## config.mk

```make
export PLATFORM = sky130hd
export DESIGN_NAME = rtc_calendar_top
export DESIGN_NICKNAME = d
export VERILOG_FILES = /design/src/rtl/rtc_pkg.sv /design/src/rtl/rtc_tick_sync.sv /design/src/rtl/rtc_field.sv /design/src/rtl/rtc_counters.sv /design/src/rtl/rtc_snapshot.sv /design/src/rtl/rtc_calendar_top.sv
export SDC_FILE = /design/constraint.sdc
export NUM_CORES = 1
export LEC_CHECK = 0
export BUFFER_PORTS_ARGS = -buffer_cell sky130_fd_sc_hd__buf_2
export CAP_MARGIN = 30
export CORE_ASPECT_RATIO = 0.5
export CORE_UTILIZATION = 41
export DETAILED_ROUTE_END_ITERATION = 12
export GPL_ROUTABILITY_DRIVEN = 1
export PLACE_DENSITY_LB_ADDON = 0.3
export SKIP_CTS_REPAIR_TIMING = 1
export SLEW_MARGIN = 5
export SYNTH_ARGS = -nofsm -noshare
export SYNTH_HDL_FRONTEND = slang
export SYNTH_SLANG_ARGS = --single-unit
```

## constraint.sdc

```tcl
create_clock -name clk -period 3.91 [get_ports clk]
set_input_delay 0.1955 -clock clk [delete_from_list [all_inputs] [get_ports clk]]
set_output_delay 0.1955 -clock clk [all_outputs]
set_load 0.02 [all_outputs]
```

## src/rtl/rtc_pkg.sv

```systemverilog
package rtc_pkg;
  localparam int NF = 7;
  localparam int DW = 8;
  localparam int AW = 3;

  typedef enum logic [AW-1:0] {
    F_SEC  = 3'd0,
    F_MIN  = 3'd1,
    F_HOUR = 3'd2,
    F_WDAY = 3'd3,
    F_MDAY = 3'd4,
    F_MON  = 3'd5,
    F_YEAR = 3'd6
  } field_e;

  typedef logic [NF-1:0][DW-1:0] fields_t;

  function automatic logic [DW-1:0] month_days(input logic [DW-1:0] mon, input logic leap);
    logic [DW-1:0] d;
    case (mon)
      8'd2:                     d = leap ? 8'd29 : 8'd28;
      8'd4, 8'd6, 8'd9, 8'd11: d = 8'd30;
      default:                  d = 8'd31;
    endcase
    return d;
  endfunction
endpackage

```

## src/rtl/rtc_tick_sync.sv

```systemverilog
module rtc_tick_sync #(
  parameter int SYNC_STAGES = 2
) (
  input  logic clk,
  input  logic rst_n,
  input  logic sub_tick,
  input  logic pause,
  output logic tick_en
);
  logic [SYNC_STAGES:0] sh;
  logic                 pulse;

  always_ff @(posedge clk or negedge rst_n) begin
    if (!rst_n) sh <= '0;
    else        sh <= {sh[SYNC_STAGES-1:0], sub_tick};
  end

  assign pulse   = sh[SYNC_STAGES-1] & ~sh[SYNC_STAGES];
  assign tick_en = pulse & ~pause;

  p_single_pulse_r2: assert property (@(posedge clk) disable iff (!rst_n)
    pulse |=> !pulse);
  p_pause_blocks_r5: assert property (@(posedge clk) disable iff (!rst_n)
    pause |-> !tick_en);
endmodule

```

## src/rtl/rtc_field.sv

```systemverilog
module rtc_field #(
  parameter int W   = 8,
  parameter int LOW = 0
) (
  input  logic         clk,
  input  logic         rst_n,
  input  logic         inc,
  input  logic [W-1:0] top,
  input  logic         wr,
  input  logic [W-1:0] wdata,
  output logic [W-1:0] q,
  output logic         at_top
);
  localparam logic [W-1:0] LOWV = W'(LOW);

  assign at_top = (q >= top);

  always_ff @(posedge clk or negedge rst_n) begin
    if (!rst_n)   q <= LOWV;
    else if (wr)  q <= wdata;
    else if (inc) q <= at_top ? LOWV : q + W'(1);
  end

  p_write_wins_r7: assert property (@(posedge clk) disable iff (!rst_n)
    wr |=> (q == $past(wdata)));
  p_wrap_r3: assert property (@(posedge clk) disable iff (!rst_n)
    (inc && !wr && at_top) |=> (q == LOWV));
endmodule

```

## src/rtl/rtc_counters.sv

```systemverilog
module rtc_counters
  import rtc_pkg::*;
#(
  parameter int YEAR_MAX = 99,
  parameter int LEAP_MOD = 4
) (
  input  logic          clk,
  input  logic          rst_n,
  input  logic          tick_en,
  input  logic          psave,
  input  logic          wr_valid,
  input  logic [AW-1:0] wr_addr,
  input  logic [DW-1:0] wr_data,
  output fields_t       live
);
  localparam logic [DW-1:0] YMAX = DW'(YEAR_MAX);
  localparam logic [DW-1:0] LMOD = DW'(LEAP_MOD);

  logic [NF-1:0]         inc, at, wr;
  logic [NF-1:0][DW-1:0] top;
  logic                  leap;
  logic                  wr_ok;

  assign wr_ok = wr_valid & ~psave;
  assign leap  = ((live[F_YEAR] % LMOD) == '0);

  always_comb begin
    top[F_SEC]  = 8'd59;
    top[F_MIN]  = 8'd59;
    top[F_HOUR] = 8'd23;
    top[F_WDAY] = 8'd6;
    top[F_MDAY] = month_days(live[F_MON], leap);
    top[F_MON]  = 8'd12;
    top[F_YEAR] = YMAX;
  end

  always_comb begin
    inc[F_SEC]  = tick_en;
    inc[F_MIN]  = inc[F_SEC]  & at[F_SEC];
    inc[F_HOUR] = inc[F_MIN]  & at[F_MIN];
    inc[F_WDAY] = inc[F_HOUR] & at[F_HOUR];
    inc[F_MDAY] = inc[F_HOUR] & at[F_HOUR];
    inc[F_MON]  = inc[F_MDAY] & at[F_MDAY];
    inc[F_YEAR] = inc[F_MON]  & at[F_MON];
  end

  for (genvar i = 0; i < NF; i++) begin : g_field
    localparam int LO = (i == F_MDAY || i == F_MON) ? 1 : 0;
    assign wr[i] = wr_ok && (wr_addr == AW'(i));
    rtc_field #(.W(DW), .LOW(LO)) u_fld (
      .clk(clk), .rst_n(rst_n), .inc(inc[i]), .top(top[i]),
      .wr(wr[i]), .wdata(wr_data), .q(live[i]), .at_top(at[i])
    );
  end

  p_psave_lock_r11: assert property (@(posedge clk) disable iff (!rst_n)
    (psave && !tick_en) |=> $stable(live));
  p_pause_still_r5: assert property (@(posedge clk) disable iff (!rst_n)
    (!tick_en && !wr_ok) |=> $stable(live));
endmodule

```

## src/rtl/rtc_snapshot.sv

```systemverilog
module rtc_snapshot
  import rtc_pkg::*;
(
  input  logic          clk,
  input  logic          rst_n,
  input  logic          snap,
  input  fields_t       live,
  input  logic [AW-1:0] rd_addr,
  output logic [DW-1:0] rd_data
);
  fields_t held;
  logic    snap_q;
  fields_t view;

  always_ff @(posedge clk or negedge rst_n) begin
    if (!rst_n) begin
      snap_q <= 1'b0;
      held   <= '0;
    end else begin
      snap_q <= snap;
      if (!snap_q) held <= live;
    end
  end

  assign view    = snap_q ? held : live;
  assign rd_data = (rd_addr < AW'(NF)) ? view[rd_addr] : '0;

  p_capture_r8: assert property (@(posedge clk) disable iff (!rst_n)
    (snap && !snap_q) |=> (held == $past(live)));
  p_hold_r9: assert property (@(posedge clk) disable iff (!rst_n)
    (snap_q && snap) |=> $stable(held));
endmodule

```

## src/rtl/rtc_calendar_top.sv

```systemverilog
module rtc_calendar_top
  import rtc_pkg::*;
#(
  parameter int SYNC_STAGES = 2,
  parameter int YEAR_MAX    = 99,
  parameter int LEAP_MOD    = 4
) (
  input  logic          clk,
  input  logic          rst_n,
  input  logic          sub_tick,
  input  logic          ctl_pause,
  input  logic          ctl_snap,
  input  logic          ctl_psave,
  input  logic          wr_valid,
  input  logic [AW-1:0] wr_addr,
  input  logic [DW-1:0] wr_data,
  input  logic [AW-1:0] rd_addr,
  output logic [DW-1:0] rd_data
);
  logic    tick_en;
  fields_t live;

  rtc_tick_sync #(.SYNC_STAGES(SYNC_STAGES)) u_sync (
    .clk(clk), .rst_n(rst_n), .sub_tick(sub_tick), .pause(ctl_pause), .tick_en(tick_en)
  );

  rtc_counters #(.YEAR_MAX(YEAR_MAX), .LEAP_MOD(LEAP_MOD)) u_cnt (
    .clk(clk), .rst_n(rst_n), .tick_en(tick_en), .psave(ctl_psave),
    .wr_valid(wr_valid), .wr_addr(wr_addr), .wr_data(wr_data), .live(live)
  );

  rtc_snapshot u_snap (
    .clk(clk), .rst_n(rst_n), .snap(ctl_snap), .live(live),
    .rd_addr(rd_addr), .rd_data(rd_data)
  );

  p_read_pad_r12: assert property (@(posedge clk) disable iff (!rst_n)
    (rd_addr == 3'd7) |-> (rd_data == 8'd0));
endmodule

```

==> impl_metrics.env, run 1 <==
export IMPL_ys_seq_elements=116
export IMPL_hold_viol_final=0
export IMPL_synth_top_cell_area_share_pct=47.3
export IMPL_antenna_cells=0
export IMPL_ys_seq_area_share_pct=48.1
export IMPL_reg2reg_slack_ns=0.54
export IMPL_rows=30
export IMPL_io_buffers=28
export IMPL_cp_arrival_ns=3.71
export IMPL_cp_required_ns=4.26
export IMPL_fin_crit_sh_pct=86.1
export IMPL_reg2reg_to="u_cnt.g_field[6].u_fld.q[1]$_DFFE_PN0P_"
export IMPL_dr_pass1_iters=5
export IMPL_cts_buffers=17
export IMPL_fmax_mhz=297
export IMPL_final_max_slew_viol_count=0
export IMPL_grt_pass1_wl_um=25200
export IMPL_drtIter0Drc=462
export IMPL_io_pins=29
export IMPL_clockRootBuffer="clkbuf_16"
export IMPL_ys_warn_count=0
export IMPL_power_leakage_nw=3.00
export IMPL_track_usage_pct=22.1
export IMPL_cp_start_kind="flop"
export IMPL_synth_distinct_cells=69
export IMPL_dieHeight_um=87.8
export IMPL_drive_above_1_share_pct=22.6
export IMPL_synth_nets=608
export IMPL_final_antenna_net_count=0
export IMPL_fin_nets=637
export IMPL_routed_wl_um=15800
export IMPL_grt_pass1_vias=4445
export IMPL_drc=0
export IMPL_layout_cells_non_filler=807
export IMPL_antenna_found_initial=0
export IMPL_tightest_slew_ns=0.916
export IMPL_synth_area_leader_cell="dfrtp_1"
export IMPL_holdPathEnd="u_cnt.g_field[5].u_fld.q[0]$_DFFE_PN1P_"
export IMPL_ys_flop_type="dfrtp_1"
export IMPL_areaGrowthSynthToFinish_pct=16.3
export IMPL_clk_pin_slew_worst_paths_ns=0.06
export IMPL_max_cap_violations=0
export IMPL_holdPathStages=3
export IMPL_place_congestion=0.837
export IMPL_synth_area_mm2=0.00603
export IMPL_overflow=0
export IMPL_min_path_type="in2reg"
export IMPL_fin_crit_ns=3.37
export IMPL_holdWs_ns=0.132
export IMPL_slew_headroom_pct=38.9
export IMPL_coreArea_mm2=0.0140
export IMPL_dieArea_mm2=0.0152
export IMPL_via_count=4698
export IMPL_endpoint_kind="flop"
export IMPL_grt_max_degree=68
export IMPL_power_mw=4.48
export IMPL_multi_input_area_mm2=0.00291
export IMPL_setup_violations_final=0
export IMPL_ir_drop_mv=0.338
export IMPL_critPathKind="reg2reg"
export IMPL_synth_edf_count=0
export IMPL_finClkSkew_ns=0.00816
export IMPL_cts_sinks=116
export IMPL_dp_hpwl_um=10700
export IMPL_reg2reg_from="u_cnt.g_field[5].u_fld.q[0]$_DFFE_PN1P_"
export IMPL_critPathMaxFanout=7
export IMPL_worstSkewPairLatency_ns=0.41
export IMPL_fillers=1213
export IMPL_initial_utilization_pct=43.2
export IMPL_synth_area_leaders="dfrtp_1, mux2_2, nand2_1"
export IMPL_cts_tree="done"
export IMPL_worst_r2r_cell_count=11
export IMPL_vias_per_cell=5.82
export IMPL_cts_buffer_depth=2
export IMPL_dp_cells=771
export IMPL_outcome="complete, no violations"
export IMPL_syn_area_per_cell_um2=10.5
export IMPL_powerDensity_mw_per_mm2=639
export IMPL_hp_start="wr_data[0]"
export IMPL_rsz0062_at_grt="no"
export IMPL_ys_async_sr_fraction_pct=100
export IMPL_synth_cells=573
export IMPL_avgRoutedWirePerCell_um=19.6
export IMPL_cts_max_level=4
export IMPL_regArea_mm2=0.00291
export IMPL_fp_dieW_um=174
export IMPL_fin_util_pct=50.2
export IMPL_tns_ns=0
## state kept, by name, indices dropped and copies added, names as in the netlist
name / count
u_cnt.g_field.u_fld.q: 56
u_snap.held: 56
u_snap.snap_q: 1
u_sync.sh: 3
## worst max-delay path by stage
stage | start | endpoint | slack, ns | cells past startpoint
floorplan | u_cnt.g_field[5].u_fld.q[5]$_DFFE_PN0P_ | u_cnt.g_field[6].u_fld.q[2]$_DFFE_PN0P_ | 1.03 | 9
global placement | u_cnt.g_field[5].u_fld.q[5]$_DFFE_PN0P_ | u_cnt.g_field[6].u_fld.q[2]$_DFFE_PN0P_ | 0.78 | 9
detailed placement | u_cnt.g_field[5].u_fld.q[0]$_DFFE_PN1P_ | u_cnt.g_field[6].u_fld.q[2]$_DFFE_PN0P_ | 0.70 | 11
CTS | u_cnt.g_field[5].u_fld.q[0]$_DFFE_PN1P_ | u_cnt.g_field[6].u_fld.q[1]$_DFFE_PN0P_ | 0.62 | 11
global route | u_cnt.g_field[5].u_fld.q[0]$_DFFE_PN1P_ | u_cnt.g_field[6].u_fld.q[2]$_DFFE_PN0P_ | 0.39 | 11
finish | u_cnt.g_field[5].u_fld.q[0]$_DFFE_PN1P_ | u_cnt.g_field[6].u_fld.q[1]$_DFFE_PN0P_ | 0.54 | 11
## worst max-delay path, stage by stage, from the launching register on
cell and delay [ns]:
dfstp_2 0.57, inv_1 0.10, ha_1 0.24, nor2b_1 0.15, o22a_1 0.18, o21ai_0 0.16
ha_1 0.15, nor2b_1 0.05, nor3_1 0.61, o21ai_1 0.38, nor4_1 0.50, a221o_1 0.23
## cell type report
type | instances | area share, %
well taps | 192 | 3.42
clock buffers | 22 | 6.62
flip-flops and latches | 116 | 41.4
clock inverters | 10 | 2.53
inverters | 13 | 0.696
repair buffers | 40 | 3.83
multi-input cells | 414 | 41.5
## cells by family (layout without fill, tap and decap cells)
logic type               after synthesis  in the layout  synth area share, %
AND/OR/NAND/NOR                      194            194                 16.2
AO/OA/AOI/OAI                        136            136                 15.0
flip-flops                           116            116                 48.1
multiplexers                          68             68                 13.8
buffers and inverters                 43             85                 3.65
adder cells (fa/ha/maj)               14             14                 2.90
XOR/XNOR                               2              2                0.290
## cell usage after synthesis (8+ instances only)
library cell / number
nor2_1: 36
nor3_1: 11
ha_1: 14
mux2_2: 53
dfrtp_1: 114
mux2i_1: 8
o21ai_0: 47
a21oi_1: 18
nand3_1: 14
nand2_1: 68
inv_1: 13
a31oi_1: 14
clkbuf_1: 20
o31ai_1: 9
## layout by cell type (no fill, tap or decap), drive strengths merged, types with 14 or more instances in the layout
| master | Yosys | layout |
|---|---|---|
| ha | 14 | 14 |
| clkbuf | 22 | 22 |
| nand2 | 69 | 69 |
| a31oi | 14 | 14 |
| a21oi | 18 | 18 |
| buf | 7 | 37 |
| nor2 | 36 | 36 |
| nand3 | 14 | 14 |
| o21ai | 49 | 49 |
| mux2 | 53 | 53 |
| dfrtp | 114 | 114 |
## through the flow
stage | cell area, µm² | worst slack, ns
finish | 7020 | 0.545
detailed placement | 6320 | 0.700
global route | 7020 | 0.394
CTS | 6960 | 0.622
floorplan | 6030 | 1.03
global placement | 6310 | 0.776
## power by group
group / switching [mW] / internal (mW)
logic: 0.542 / 0.439
clock network: 0.553 / 1.16
registers: 0.262 / 1.52
total: 1.36 / 3.12
## metal layers
metal / vias to the layer above / part of all wire (%) / GRT usage, % / wire length [µm]
met5: - / 0 / 0 / 0
met4: 0 / 2.1 / 8.77 / 325
met3: 23 / 5.4 / 4.51 / 861
met2: 150 / 46 / 35.0 / 7270
met1: 2349 / 47 / 30.3 / 7360
li1: 2176 / - / - / -
Note: power is estimated with default switching activity, not from simulation.
==> inputs of run 2 (changes only) <==
--- a/config.mk
+++ b/config.mk
@@ -11,9 +11,10 @@
 export CORE_UTILIZATION = 41
 export DETAILED_ROUTE_END_ITERATION = 12
 export GPL_ROUTABILITY_DRIVEN = 1
-export PLACE_DENSITY_LB_ADDON = 0.3
+export PLACE_DENSITY = 0.56
 export SKIP_CTS_REPAIR_TIMING = 1
 export SLEW_MARGIN = 5
 export SYNTH_ARGS = -nofsm -noshare
 export SYNTH_HDL_FRONTEND = slang
+export SYNTH_HIERARCHICAL = 1
 export SYNTH_SLANG_ARGS = --single-unit
==> run 2 against run 1 <==
  * The flow now finishes with violations (DRC)
  * Critical path depth grew 1
  * Via count grew 34%
  * Combinational power grew 110%
  * Total power grew 28%
  * Cell area grew 28%
  * Sequential cell count is the same
  * Largest cell class unchanged
==> impl_metrics.env, run 2 <==
export IMPL_cts_tree="done"
export IMPL_synth_cells=812
export IMPL_critPathKind="reg2reg"
export IMPL_min_path_type="in2reg"
export IMPL_final_max_slew_viol_count=0
export IMPL_largestRegisters="u_cnt/g_field.u_fld/q x56, u_snap/held x56, u_sync/sh x3"
export IMPL_hold_viol_final=0
export IMPL_power_leakage_nw=3.83
export IMPL_mostFrequentLayoutCells="dfrtp_1, inv_1, ha_1, mux2_2, conb_1"
export IMPL_max_cap_violations=0
export IMPL_critPathMaxStageDelay_ns=0.46
export IMPL_powerDensity_mw_per_mm2=638
export IMPL_syn_area_per_cell_um2=9.57
export IMPL_initial_utilization_pct=42.0
export IMPL_dr_pass1_iters=11
export IMPL_coreArea_mm2=0.0185
export IMPL_holdWs_ns=0.170
export IMPL_clk_pin_slew_worst_paths_ns=0.06
export IMPL_antenna_found_initial=0
export IMPL_setup_violations_final=0
export IMPL_fp_dieW_um=197
export IMPL_via_count=6279
export IMPL_ir_drop_mv=0.374
export IMPL_overflow=0
export IMPL_cts_max_level=4
export IMPL_avgRoutedWirePerCell_um=16.8
export IMPL_layout_cells_non_filler=1174
export IMPL_areaGrowthSynthToFinish_pct=15.7
export IMPL_dp_hpwl_um=14400
export IMPL_fin_crit_ns=3.29
export IMPL_outcome="finished with violations"
export IMPL_clockRootBuffer="clkbuf_16"
export IMPL_path_cells="ha_1 > nor3_1 > o21bai_1 > a41oi_4 > inv_1 > and2_4 > and3_4 > and3_1 > clkinv_1 > nor4_1 > o21ai_1 > a21oi_1"
export IMPL_track_usage_pct=21.6
export IMPL_fin_crit_sh_pct=84.1
export IMPL_antenna_cells=0
export IMPL_cts_buffer_depth=2
export IMPL_violations="DRC"
export IMPL_place_congestion=0.824
export IMPL_grt_pass1_vias=6012
export IMPL_final_antenna_net_count=0
export IMPL_cts_sinks=116
export IMPL_endpoint_kind="flop"
export IMPL_fin_nets=986
export IMPL_drtIter0Drc=485
export IMPL_drive_above_1_share_pct=17.9
export IMPL_cp_start_kind="flop"
export IMPL_drc=2
export IMPL_synth_area_mm2=0.00777
export IMPL_io_buffers=28
export IMPL_crit_slowest_cell="dfrtp_1"
export IMPL_ys_warn_count=6
export IMPL_grt_pass1_wl_um=32400
export IMPL_vias_per_cell=5.35
export IMPL_cp_arrival_ns=3.62
export IMPL_rows=35
export IMPL_cp_required_ns=4.24
export IMPL_routed_wl_um=19800
export IMPL_rsz0062_at_grt="no"
export IMPL_tightest_slew_ns=0.997
export IMPL_slew_headroom_pct=33.3
export IMPL_dieHeight_um=99.3
export IMPL_fmax_mhz=304
export IMPL_grt_max_degree=64
export IMPL_worst_r2r_cell_count=12
export IMPL_io_pins=29
export IMPL_tns_ns=0
export IMPL_cts_buffers=17
export IMPL_dp_cells=1138
export IMPL_fin_util_pct=48.7
export IMPL_critPathMaxFanout=15
export IMPL_layout_commonest_cell="dfrtp_1"
export IMPL_finClkSkew_ns=0.00855
export IMPL_worstSkewPairLatency_ns=0.40
export IMPL_dieArea_mm2=0.0195
export IMPL_holdPathStages=3
-- run 2: worst max-delay path, delay by kind of cell, from the launching register on --
kind | cells | cell delay, ns
flops | 1 | 0.46
buf+inv | 2 | 0.43
fa+ha+maj | 1 | 0.31
simple gates | 5 | 1.26
compound gates | 4 | 0.76
-- run 2: metal layers --
| layer | up-vias | share of wire [%] | GRT usage, % |
|---|---|---|---|
| li1 | 3113 | - | - |
| met1 | 3045 | 50 | 30.4 |
| met2 | 110 | 45 | 34.4 |
| met3 | 11 | 4.0 | 4.20 |
| met4 | 0 | 0.57 | 4.47 |
| met5 | - | 0 | 0 |
-- run 2: final timing paths --
check	startpoint	end	slack (ns)
setup / recovery	u_cnt/g_field[0].u_fld/q[2]$_DFFE_PN0P_	u_cnt/g_field[6].u_fld/q[5]$_DFFE_PN0P_	0.62
hold / removal	wr_data[0]	u_cnt/g_field[4].u_fld/q[0]$_DFFE_PN1P_	0.17
setup reg to reg	u_cnt/g_field[0].u_fld/q[2]$_DFFE_PN0P_	u_cnt/g_field[6].u_fld/q[5]$_DFFE_PN0P_	0.62
hold reg to reg	u_sync/sh[0]$_DFF_PN0_	u_sync/sh[1]$_DFF_PN0_	0.35
max in group asynchronous	rst_n	u_snap/held[13]$_DFF_PN0_	2.72
min in group asynchronous	rst_n	u_cnt/g_field[5].u_fld/q[2]$_DFFE_PN0P_	0.40
-- run 2: area by class of cell --
| class | count | area, µm² |
|---|---|---|
| fill | 1774 | 9490 |
| multi-input combinational | 645 | 4640 |
| sequential | 116 | 2910 |
| clock buffer | 19 | 453 |
| tap | 259 | 324 |
| inverter | 84 | 315 |
| timing repair buffer | 38 | 241 |
| clock inverter | 13 | 109 |
-- run 2: power breakdown --
part	switching [mW]	total, mW	internal (mW)
registers	0.521	2.20	1.68
clock network	0.568	1.47	0.902
logic	1.11	2.07	0.953
total	2.20	5.73	3.53
-- run 2: per-stage QoR --
stage               total power, mW  setup WS (ns)  area [µm²]
floorplan                      3.64           1.16        7970
global placement               4.19          0.774        8370
detailed placement             4.26          0.730        8390
CTS                            5.74          0.705        8950
global route                   6.16          0.421        8990
finish                         5.73          0.620        8990
==> inputs of run 3 (changes only) <==
--- a/config.mk
+++ b/config.mk
@@ -5,6 +5,7 @@
 export SDC_FILE = /design/constraint.sdc
 export NUM_CORES = 1
 export LEC_CHECK = 0
+export ABC_AREA = 1
 export BUFFER_PORTS_ARGS = -buffer_cell sky130_fd_sc_hd__buf_2
 export CAP_MARGIN = 30
 export CORE_ASPECT_RATIO = 0.5
==> constraint.sdc (replaced) <==
create_clock -name clk -period 3.4 [get_ports clk]
set_input_delay 0.17 -clock clk [delete_from_list [all_inputs] [get_ports clk]]
set_output_delay 0.17 -clock clk [all_outputs]
set_load 0.02 [all_outputs]
==> run 3 against run 2 <==
  * The flow now finishes without violations
  * Clock power is 25% higher
  * Cell area is 5.5% higher
  * Sequential share of layout area is 1.7 points lower
  * Hold slack better by 0.067 ns
  * Synthesized area is 7.1% higher
  * Register-to-register slack hardly changed
  * Critical path depth is 8 higher
  * Global-route usage is 2.0 points higher
  * Clock skew is 0.0026 ns higher
  * Largest cell class unchanged
==> impl_metrics.env, run 3 <==
export IMPL_cp_start_kind="flop"
export IMPL_drc=0
export IMPL_grt_pass1_wl_um=37700
export IMPL_grt_max_degree=57
export IMPL_fp_dieW_um=204
export IMPL_dieArea_mm2=0.0209
export IMPL_coreArea_mm2=0.0197
export IMPL_track_usage_pct=23.5
export IMPL_clk_pin_slew_worst_paths_ns=0.05
export IMPL_io_pins=29
export IMPL_wl_met2_um=9640
export IMPL_tightest_slew_ns=0.936
export IMPL_grt_pass1_vias=6918
export IMPL_dr_pass1_iters=5
export IMPL_synth_area_mm2=0.00833
export IMPL_critPathKind="reg2reg"
export IMPL_initial_utilization_pct=42.3
export IMPL_overflow=0
export IMPL_ys_warn_count=6
export IMPL_io_buffers=28
export IMPL_layout_cells_non_filler=1550
export IMPL_wl_met3_um=1430
export IMPL_avgRoutedWirePerCell_um=14.8
export IMPL_min_path_type="in2reg"
export IMPL_syn_area_per_cell_um2=7.01
export IMPL_fmax_mhz=359
export IMPL_holdWs_ns=0.237
export IMPL_cts_max_level=4
export IMPL_antenna_cells=0
export IMPL_fin_crit_sh_pct=81.9
export IMPL_final_max_slew_viol_count=0
export IMPL_vias_per_cell=4.97
export IMPL_setup_violations_final=0
export IMPL_fin_nets=1355
export IMPL_powerDensity_mw_per_mm2=614
export IMPL_largestRegisters="u_cnt/g_field.u_fld/q x56, u_snap/held x56, u_sync/sh x3"
export IMPL_clockRootBuffer="clkbuf_16"
export IMPL_fin_crit_ns=2.78
export IMPL_rows=36
export IMPL_mostFrequentLayoutCells="nand2_1, inv_1, dfrtp_1, nor2_1, nand3_1"
export IMPL_drive_above_1_share_pct=8.57
export IMPL_cts_buffer_depth=2
export IMPL_via_count=7702
export IMPL_ir_drop_mv=0.249
export IMPL_outcome="complete, no violations"
export IMPL_place_congestion=0.878
export IMPL_routed_wl_um=23000
export IMPL_areaGrowthSynthToFinish_pct=13.9
export IMPL_slew_headroom_pct=37.6
export IMPL_hold_viol_final=0
export IMPL_cts_tree="done"
export IMPL_critPathMaxFanout=10
export IMPL_power_leakage_nw=5.23
export IMPL_wl_met1_um=11700
export IMPL_dp_cells=1515
export IMPL_antenna_found_initial=0
export IMPL_cts_buffers=17
export IMPL_finClkSkew_ns=0.0112
export IMPL_worstSkewPairLatency_ns=0.42
export IMPL_tns_ns=0
export IMPL_synth_cells=1188
export IMPL_top_layer="met4"
export IMPL_rsz0062_at_grt="no"
export IMPL_final_antenna_net_count=0
export IMPL_endpoint_kind="flop"
export IMPL_dieHeight_um=103
export IMPL_cp_required_ns=3.75
export IMPL_cts_sinks=116
export IMPL_dp_hpwl_um=16400
export IMPL_max_cap_violations=0
export IMPL_cp_arrival_ns=3.13
export IMPL_reg2reg_slack_ns=0.62
export IMPL_drtIter0Drc=599
export IMPL_layout_commonest_cell="nand2_1"
==> run 3: changes by cell type in the layout (fill, tap and decap cells not counted), sizes merged, moves of 12 or more <==
cell,before,now
nand3,21,103
o21ai,63,5
nor2,38,123
nand2,48,468
a22oi,22,54
nor2b,30,0
nor4,22,0
and3,27,0
o31ai,16,0
inv,78,144
mux2,63,0
nand4,28,16
a21oi,49,32
==> run 3: worst paths after layout <==
| check | startpoint | end | depth (start not counted) |
|---|---|---|---|
| max | u_cnt/g_field[5].u_fld/q[2]$_DFFE_PN0P_ | u_cnt/g_field[5].u_fld/q[5]$_DFFE_PN0P_ | 20 |
| min | wr_data[0] | u_cnt/g_field[4].u_fld/q[0]$_DFFE_PN1P_ | 5 |
| max reg2reg | u_cnt/g_field[5].u_fld/q[2]$_DFFE_PN0P_ | u_cnt/g_field[5].u_fld/q[5]$_DFFE_PN0P_ | 20 |
| min reg2reg | u_sync/sh[0]$_DFF_PN0_ | u_sync/sh[1]$_DFF_PN0_ | 0 |
| max in group asynchronous | rst_n | u_cnt/g_field[4].u_fld/q[0]$_DFFE_PN1P_ | 3 |
| min in group asynchronous | rst_n | u_cnt/g_field[5].u_fld/q[6]$_DFFE_PN0P_ | 2 |
==> run 3: worst max-delay path: stages, from the launching register on <==
cell and delay (ns):
dfrtp_1 0.49, inv_1 0.10, nand2_1 0.05, nor2_1 0.13, nand3_1 0.09, nand2_1 0.06, inv_1 0.04, ha_1 0.29
inv_1 0.06, nand2_1 0.04, nand2_1 0.05, nand2_1 0.04, nand2_1 0.05, nand2_1 0.06, nand2_2 0.13, nand2_1 0.07
inv_1 0.08, nor2_1 0.09, nor2_1 0.51, a22oi_1 0.16, nand2_1 0.11
==> run 3: per-stage QoR <==
| step | utilization [%] | setup WS [ns] | instance area [µm²] | power (mW) |
|---|---|---|---|---|
| 2_1_floorplan | - | 0.939 | 8520 | 3.46 |
| 3_3_place_gp | 45.0 | 0.684 | 8860 | 3.93 |
| 3_5_place_dp | 45.0 | 0.671 | 8860 | 3.98 |
| 4_1_cts | 48.0 | 0.656 | 9460 | 5.84 |
| 5_1_grt | 48.2 | 0.234 | 9490 | 6.29 |
| 6_report | 48.2 | 0.617 | 9490 | 5.82 |
==> run 3: layout make-up <==
cell class,count,area [µm²]
Timing Repair Buffer,42,255
Multi-Input combinational cell,950,4850
Sequential cell,116,2910
Tap cell,266,333
Clock buffer,20,447
Inverter,144,541
Clock inverter,12,154
Fill cell,1923,10200
==> run 3: per-layer routing <==
layer  GRT usage (%)  up-vias
li1                -     3914
met1            35.2     3601
met2            34.9      173
met3            4.77       14
met4            4.74        0
met5               0        -
==> run 3: power by group <==
group	internal [mW]	switching (mW)	leakage, nW
logic	0.661	1.09	3.46
clock network	1.17	0.670	0.287
registers	1.78	0.455	1.48
